--- config.mk ---
export PLATFORM = sky130hd
export DESIGN_NAME = diag_seq
export DESIGN_NICKNAME = d
export VERILOG_FILES = /design/src/rtl/diag_seq.sv
export SDC_FILE = /design/constraint.sdc
export NUM_CORES = 1
export LEC_CHECK = 0
export ABC_AREA = 1
export BUFFER_PORTS_ARGS = -buffer_cell sky130_fd_sc_hd__buf_4
export CAP_MARGIN = 20
export CORE_AREA = 5 5 76 78
export DETAILED_ROUTE_END_ITERATION = 8
export DIE_AREA = 0 0 81 83
export PLACE_DENSITY = 0.69
export SLEW_MARGIN = 20
export SYNTH_ARGS = -nofsm -noshare
export SYNTH_HDL_FRONTEND = slang
export SYNTH_SLANG_ARGS = --single-unit
--- constraint.sdc ---
create_clock -name clk -period 1.55 [get_ports clk]
set_input_delay 0 -clock clk [delete_from_list [all_inputs] [get_ports clk]]
set_output_delay 0 -clock clk [all_outputs]
set_load 0.01 [all_outputs]
--- src/rtl/diag_seq.sv ---
module diag_seq #(
  parameter int TICK_DIV     = 50000,
  parameter int SEQ_TICKS    = 58,
  parameter int PERIOD_TICKS = 60
) (
  input  logic       clk,
  input  logic       rst_n,
  input  logic       diag_en,
  input  logic       diag_cont,
  input  logic       fault_clr,
  input  logic [4:0] mask,
  input  logic [4:0] raw_flt,
  output logic       fault_n,
  output logic       out_disable,
  output logic       shutdown_hold,
  output logic       wr_defer,
  output logic [4:0] flt_src
);

  localparam int PW = (TICK_DIV > 1) ? $clog2(TICK_DIV) : 1;
  localparam int TW = $clog2(PERIOD_TICKS + 1);
  localparam logic [4:0]    SEQ_ONLY = 5'b00111;
  localparam logic [PW-1:0] PRE_LAST = PW'(TICK_DIV - 1);
  localparam logic [TW-1:0] SEQ_LEN  = TW'(SEQ_TICKS);
  localparam logic [TW-1:0] SEQ_LAST = TW'(SEQ_TICKS - 1);
  localparam logic [TW-1:0] PER_LAST = TW'(PERIOD_TICKS - 1);

  typedef enum logic [1:0] {S_PWRUP, S_IDLE, S_RUN} st_t;

  st_t           st;
  logic [PW-1:0] pre;
  logic [TW-1:0] tcnt;
  logic          en_q, clr_q, cont_q, flt_q, prot_q;
  logic [4:0]    src_q;

  logic       en_rise, clr_rise, tick, win;
  logic [4:0] det, hit;

  assign en_rise  = diag_en & ~en_q;
  assign clr_rise = fault_clr & ~clr_q;
  assign tick     = (pre == PRE_LAST);
  assign win      = (st == S_PWRUP) || (st == S_RUN && tcnt < SEQ_LEN);
  assign det      = raw_flt & (win ? 5'b11111 : ~SEQ_ONLY);
  assign hit      = det & ~mask;

  always_ff @(posedge clk or negedge rst_n) begin
    if (!rst_n) begin
      st     <= S_PWRUP;
      pre    <= '0;
      tcnt   <= '0;
      cont_q <= 1'b0;
      en_q   <= 1'b0;
      clr_q  <= 1'b0;
    end else begin
      clr_q <= fault_clr;
      en_q  <= (st == S_PWRUP) ? 1'b0 : diag_en;
      pre   <= tick ? '0 : pre + 1'b1;
      if (tick) tcnt <= tcnt + 1'b1;
      case (st)
        S_PWRUP:
          if (fault_clr || (tick && tcnt == SEQ_LAST)) st <= S_IDLE;
        S_IDLE:
          if (en_rise) begin
            st     <= S_RUN;
            cont_q <= diag_cont;
            pre    <= '0;
            tcnt   <= '0;
          end
        S_RUN:
          if (flt_q || clr_rise || (cont_q && !diag_cont)) begin
            st <= S_IDLE;
          end else if (tick) begin
            if (cont_q) begin
              if (tcnt == PER_LAST) tcnt <= '0;
            end else if (tcnt == SEQ_LAST) begin
              st <= S_IDLE;
            end
          end
        default: st <= S_IDLE;
      endcase
    end
  end

  always_ff @(posedge clk or negedge rst_n) begin
    if (!rst_n) begin
      flt_q  <= 1'b0;
      prot_q <= 1'b0;
      src_q  <= '0;
    end else if (clr_rise) begin
      flt_q  <= 1'b0;
      prot_q <= 1'b0;
      src_q  <= '0;
    end else begin
      if (|det) prot_q <= 1'b1;
      if (|hit) flt_q  <= 1'b1;
      if (!flt_q && |hit) src_q <= hit;
    end
  end

  assign fault_n       = ~flt_q;
  assign out_disable   = prot_q;
  assign shutdown_hold = (st == S_PWRUP);
  assign wr_defer      = shutdown_hold;
  assign flt_src       = src_q;

endmodule

==> impl_metrics.csv, run 1 <==
group,metric,value,unit
clocking,cts_made_buffers,5,
run_status,violations,"setup timing",
timing,final.min_clock_period,1.67,ns
drt,vias,1775,
clocking,cts_tree,"done",
placement,place_area,2360,um2
die,die_w,81,um
drt,initialDrtViolationCount,127,
die,fp-row-count,26,
layout,finalNonFillerCells,379,
timing,fin_tns_setup,-0.901,ns
critical_path,cp_data_arrival_time,1.85,ns
drt,met1_length,2090,um
synth,async_flop_share,1.00,
timing,finClkSkew,0.0102,ns
critical_path,critPathRequiredTime,1.73,ns
global_routing,antenna_found_initial,0,
critical_path,crit_path_max_fanout,4,
clocking,clkTransAtPathRegs,0.06,ns
global_routing,grt_pass1_vias,1792,
synth,yosys.area.top_type,"dfrtp_1",
layout,nets,331,
clocking,clockBufferDepth,2,
layout,drive_above_1_share,0.421,
drt,wl_met3,216,um
synth,yosysUniqueCellTypes,36,
synth,syn-num-nets,261,
critical_path,cp-start-kind,"register",
drt,drc,0,
hold_path,worstHoldStart,"raw_flt[2]",
layout,n_fill_cell,464,
clocking,cts_root_buffer,"clkbuf_8",
placement,placed_cells,352,
drt,top_layer,"met4",
synth,syn_area_per_cell,8.16,um2
synth,synth-edff-count,0,
layout,area_delta_synth_final,41.8,%
run_status,status,"finished with violations",
die,io_pins,24,
synth,synth_ff_type,"dfrtp_1",
die,core,5010,um2
synth,ys_ff_latch,34,
job,maxCapViolCount,0,
synth,yosys-top-cells-area,"dfrtp_1 (43%), nand2_1 (8.4%), inv_1 (6.5%)",
drt,vias_per_cell,4.68,
synth,synth_top_cell_area_share,0.434,
placement,portBuffers,23,
synth,syn_inst,240,
timing,setup_viol,17,
synth,synthTopCellsByCount,"nand2_1 (44), dfrtp_1 (34), inv_1 (34), nor2_1 (20), nand3_1 (18)",
timing,relSlewSlack,0.715,
placement,dp_hpwl,3170,um
timing,timing.fmax,599,MHz
drt,wl_met2,2310,um
drt,drt_pre_antenna_iters,4,
timing,holdWs,0.00411,ns
power_and_ir_drop,power,3.35,mW
hold_path,hold_path.class,"primary input to register",
clocking,cts_sinks,34,
clocking,clock_latency,0.29,ns
global_routing,grt_pass1_wl,7720,um
global_routing,gr-usage-all-layers,0.144,
global_routing,grt-ovfl-total,0,
global_routing,grt_max_degree,35,
timing,finalHoldViolations,0,
critical_path,crit_path_end_kind,"register",
timing,rsz0062_at_grt,"true",
synth,synth_warnings,0,
layout,diodes,0,
synth,ys_seq_area_frac,0.434,
clocking,htreeDepth,2,
power_and_ir_drop,pwr_density_cell,1210,nW/um2
power_and_ir_drop,ir_worst_vdd,0.913,mV
critical_path,startpoint,"pre[1]$_DFF_PN0_",
drt,drt.antenna.violating_nets,0,
drt,wl_per_cell,12.3,um
placement,place_congestion,0.828,
synth,syn-cell-area,1960,um2
timing,period_share,1.08,
critical_path,criticalPathCategory,"register to register",
synth,synth.most_common_cell,"nand2_1",
power_and_ir_drop,p_leak,1.35,nW
timing,slew_violations,0,
die,dieArea,6720,um2
timing,setup_ws,-0.118,ns
layout,final_cell_area,2780,um2
die,start_util,0.391,
critical_path,r2r_start,"pre[1]$_DFF_PN0_",
timing,worstMarginPinSlew,0.428,ns
drt,drt_wl_total,4660,um
die,die_h,83,um
[registers in the layout, summed over array words and instances, names as in the netlist]
signal	flops
clr_q	1
cont_q	1
en_q	1
flt_q	1
flt_src	5
out_disable	1
pre	16
st	2
tcnt	6
[path summary, 6_finish.rpt]
kind | to | slack, ns | cells after the start
worst min-delay path | out_disable$_DFFE_PN0P_ | 0.004 | 3
worst min register to register | flt_src[4]$_DFFE_PN0P_ | 0.51 | 2
min in group asynchronous | pre[5]$_DFF_PN0_ | 0.19 | 2
max in group asynchronous | tcnt[2]$_DFF_PN0_ | 1.02 | 2
worst max-delay path | pre[12]$_DFF_PN0_ | -0.12 | 10
worst max register to register | pre[12]$_DFF_PN0_ | -0.12 | 10
[power breakdown]
part / internal (mW) / switching [mW] / leakage, nW
clock network: 0.342 / 0.309 / 0.0431
logic: 0.698 / 0.845 / 0.858
registers: 1.05 / 0.110 / 0.447
[per-layer routing]
| layer | vias up | global-route usage |
|---|---|---|
| met5 | - | 0 |
| met4 | 0 | 0.0568 |
| met3 | 6 | 0.0422 |
| met2 | 30 | 0.227 |
| met1 | 835 | 0.182 |
| li1 | 904 | - |
[metrics by stage]
step	worst slack (ns)	util
floorplan	0.0204	-
global placement	-0.000688	0.472
detailed placement	-0.0296	0.472
CTS	-0.0449	0.510
global route	-0.226	0.555
finish	-0.118	0.555
[critical path: stages (launching register included)]
cell	delay, ns
dfrtp_1	0.36
ha_2	0.19
nand2_2	0.07
nor2_4	0.13
nand3_2	0.10
nor2_1	0.13
nand2_1	0.11
nor2_4	0.18
nand3_2	0.11
o21ai_2	0.15
a21oi_2	0.04
[cell type report]
| type | count | area (um2) | area share |
|---|---|---|---|
| multi-input cells | 165 | 1080 | 0.389 |
| repair buffers | 64 | 514 | 0.185 |
| inverters | 39 | 155 | 0.0558 |
| clock buffers | 6 | 82.6 | 0.0297 |
| well taps | 70 | 87.6 | 0.0315 |
| repair inverters | 1 | 7.51 | 0.00270 |
| flip-flops and latches | 34 | 852 | 0.307 |
[layout by cell type, fill, tap and decap left out, types with 2 or more instances in the layout]
| cell type | synthesis | routed |
|---|---|---|
| dfrtp_1 | 34 | 33 |
| buf_4 | 1 | 55 |
| nand2_4 | 2 | 3 |
| nand3_1 | 18 | 12 |
| o21ai_2 | 1 | 4 |
| ha_2 | 0 | 2 |
| nor3_2 | 3 | 3 |
| nand4_1 | 5 | 5 |
| o21ai_0 | 8 | 4 |
| a31oi_1 | 2 | 2 |
| nor3_1 | 4 | 4 |
| nor2_2 | 12 | 12 |
| clkbuf_8 | 0 | 6 |
| inv_2 | 4 | 5 |
| ha_1 | 6 | 3 |
| xor2_1 | 5 | 4 |
| nand2_1 | 44 | 36 |
| a21oi_2 | 1 | 3 |
| a21oi_1 | 11 | 9 |
| o21ai_4 | 1 | 2 |
| nor2_1 | 20 | 18 |
| nand3b_1 | 2 | 2 |
| nor2_4 | 3 | 5 |
| nand2_2 | 3 | 10 |
| dlygate4sd3_1 | 0 | 7 |
| nand3_2 | 3 | 9 |
| inv_1 | 34 | 32 |
[cell families after synthesis]
kind of cell    count (synthesis)  share of synthesized area
compound gates                 29                     0.0926
fa+ha+maj                       6                     0.0383
xor+xnor                        6                     0.0268
flops                          34                      0.434
simple gates                  124                      0.326
buf+inv                        41                     0.0817
[timing repair]
action / CTS / global route
gates resized for setup: 4 / 39
hold buffers: 7 / 0
pin swaps: 4 / 23
gates cloned: 0 / 1
endpoints found under the setup margin: 10 / 23
buffers inserted: 4 / 9
hold endpoints to repair: 39 / 0
Note: power is estimated with default switching activity, not from simulation.
==> run 2: changes to the inputs <==
- RECOVER_POWER: unset -> 100
==> run 2 against run 1 <==
Against the previous run: the flow still finishes with violations (setup timing); critical path depth unchanged; cell area down 1.8%; first-iteration DRC count decreased by 21%; register-to-register slack hardly changed; sequential cell count unchanged; via count is 0.11% higher; highest routed layer unchanged.
==> impl_metrics.csv, run 2 (synthesis results as in run 1) <==
group,metric,value,unit
placement,place_congestion,0.828,
die,core,5010,um2
run_status,status,"finished with violations",
critical_path,critPathRequiredTime,1.73,ns
timing,relSlewSlack,0.454,
layout,drive_above_1_share,0.382,
critical_path,crit_path_max_fanout,4,
layout,final_common_cell,"buf_4",
power_and_ir_drop,p_leak,1.30,nW
clocking,cts_made_buffers,5,
layout,area_delta_synth_final,39.3,%
drt,drt_wl_total,4660,um
timing,worstMarginPinSlew,0.820,ns
hold_path,hold_path.class,"primary input to register",
timing,period_share,1.08,
clocking,cts_sinks,34,
placement,placed_cells,352,
placement,place_ws,-0.0296,ns
critical_path,reg2reg_slack,-0.12,ns
power_and_ir_drop,netSwitchingFraction,0.382,
timing,timing.fmax,599,MHz
power_and_ir_drop,combPwrFrac,0.450,
drt,drt.antenna.violating_nets,0,
layout,largest_reg_flops,16,
power_and_ir_drop,p_sw,1.26,mW
global_routing,grt_pass1_wl,7720,um
power_and_ir_drop,p_clk_frac,0.199,
die,io_pins,24,
clocking,htreeDepth,2,
critical_path,crit_slowest_cell,"dfrtp_1",
die,start_util,0.391,
critical_path,cp_top_family,"simple AND/OR/NAND/NOR gates",
timing,finClkSkew,0.0100,ns
timing,setup_ws,-0.118,ns
timing,finalHoldViolations,0,
power_and_ir_drop,internal_power,2.03,mW
die,die_h,83,um
layout,final_cell_area,2730,um2
drt,drc,0,
job,maxCapViolCount,0,
global_routing,grt_max_degree,35,
timing,setup_viol,17,
placement,dp_hpwl,3170,um
die,dieArea,6720,um2
clocking,clkTransAtPathRegs,0.06,ns
global_routing,gr-usage-all-layers,0.144,
drt,initialDrtViolationCount,100,
drt,vias,1777,
timing,fin_tns_setup,-1.04,ns
die,fp-row-count,26,
power_and_ir_drop,p_seq_frac,0.351,
timing,holdWs,0.00171,ns
critical_path,criticalPathCategory,"register to register",
power_and_ir_drop,pwr_density_cell,1200,nW/um2
layout,layout_common_cells,"buf_4 (42), nand2_1 (36), inv_1 (33), dfrtp_1 (33), nor2_1 (18)",
critical_path,cp_cell_sequence,"ha_2 > nand2_2 > nor2_4 > nand3_2 > nor2_1 > nand2_1 > nor2_4 > nand3_2 > o21ai_2 > a21oi_2",
global_routing,grtUsageMet2,0.227,
placement,portBuffers,23,
global_routing,grt_use_met1,0.182,
layout,finalNonFillerCells,379,
global_routing,antenna_found_initial,0,
die,die_w,81,um
layout,diodes,0,
critical_path,cp_data_arrival_time,1.85,ns
drt,vias_per_cell,4.69,
global_routing,gr-usage-met3,0.0422,
layout,n_fill_cell,480,
global_routing,grt-ovfl-total,0,
global_routing,grt_pass1_vias,1792,
drt,drt_pre_antenna_iters,4,
critical_path,crit_buf_inv,0,
critical_path,max_stage_delay,0.36,ns
clocking,cts_root_buffer,"clkbuf_8",
drt,wl_per_cell,12.3,um
timing,slew_violations,0,
global_routing,grt.busiest_layer,"met2",
power_and_ir_drop,ir_worst_vdd,0.851,mV
run_status,violations,"setup timing",
critical_path,crit_path_end_kind,"register",
clocking,clock_latency,0.29,ns
clocking,cts_tree,"done",
layout,nets,331,
timing,final.min_clock_period,1.67,ns
layout,largest_register,"pre",
critical_path,cp-start-kind,"register",
clocking,clockBufferDepth,2,
placement,place_area,2360,um2
timing,rsz0062_at_grt,"true",
run 2: cell types whose count changed in the layout (fill, tap and decap cells not counted):
cell,change
buf_4,-13
clkbuf_1,+11
clkbuf_2,+1
clkbuf_4,+1
inv_1,+1
inv_2,-1
nand2_2,+1
nand2_4,-1
run 2: worst min-delay path: cells and delay by family:
family,cells,cell delay (ns)
buffers and inverters,1,0.12
AO/OA/AOI/OAI,1,0.08
AND/OR/NAND/NOR,1,0.06
run 2: per-stage QoR:
step,power [mW],utilization
after floorplan,1.93,-
after global placement,2.40,0.472
after detailed placement,2.42,0.472
after CTS,3.12,0.510
after global routing,3.53,0.545
final,3.28,0.545
run 2: worst paths after layout:
path,start,to,cells past startpoint
max,pre[1]$_DFF_PN0_,pre[12]$_DFF_PN0_,10
min,raw_flt[2],out_disable$_DFFE_PN0P_,3
max reg2reg,pre[1]$_DFF_PN0_,pre[12]$_DFF_PN0_,10
min reg2reg,flt_src[4]$_DFFE_PN0P_,flt_src[4]$_DFFE_PN0P_,2
max in group asynchronous,rst_n,tcnt[2]$_DFF_PN0_,2
min in group asynchronous,rst_n,pre[5]$_DFF_PN0_,2
run 2: power by group through the flow:
stage               logic [mW]  registers, mW  clock network [mW]
floorplan                0.752           1.18                   0
CTS                       1.31           1.15               0.668
finish                    1.48           1.15               0.654
global route              1.64           1.17               0.720
global placement          1.24           1.15                   0
detailed placement        1.26           1.16                   0
run 2: per-layer routing:
| layer | routed length, um | part of all wire |
|---|---|---|
| met5 | 0 | 0 |
| met4 | 41 | 0.0088 |
| met3 | 221 | 0.047 |
| met2 | 2310 | 0.50 |
| met1 | 2090 | 0.45 |
run 2: area by class of cell:
class,instances,area (um2),area share
multi-input combinational,165,1070,0.394
timing repair inverter,1,7.51,0.00275
inverter,39,155,0.0568
clock buffer,6,82.6,0.0302
timing repair buffer,64,470,0.172
tap,70,87.6,0.0321
sequential,34,852,0.312
run 2: repair_timing:
item                                    in CTS  in global routing
gates resized for setup                      4                 39
endpoints found under the hold margin       39                  0
buffers inserted                             4                  9
endpoints found under the setup margin      10                 23
hold buffers                                 7                  0
pin swaps                                    4                 23
gates cloned                                 0                  1
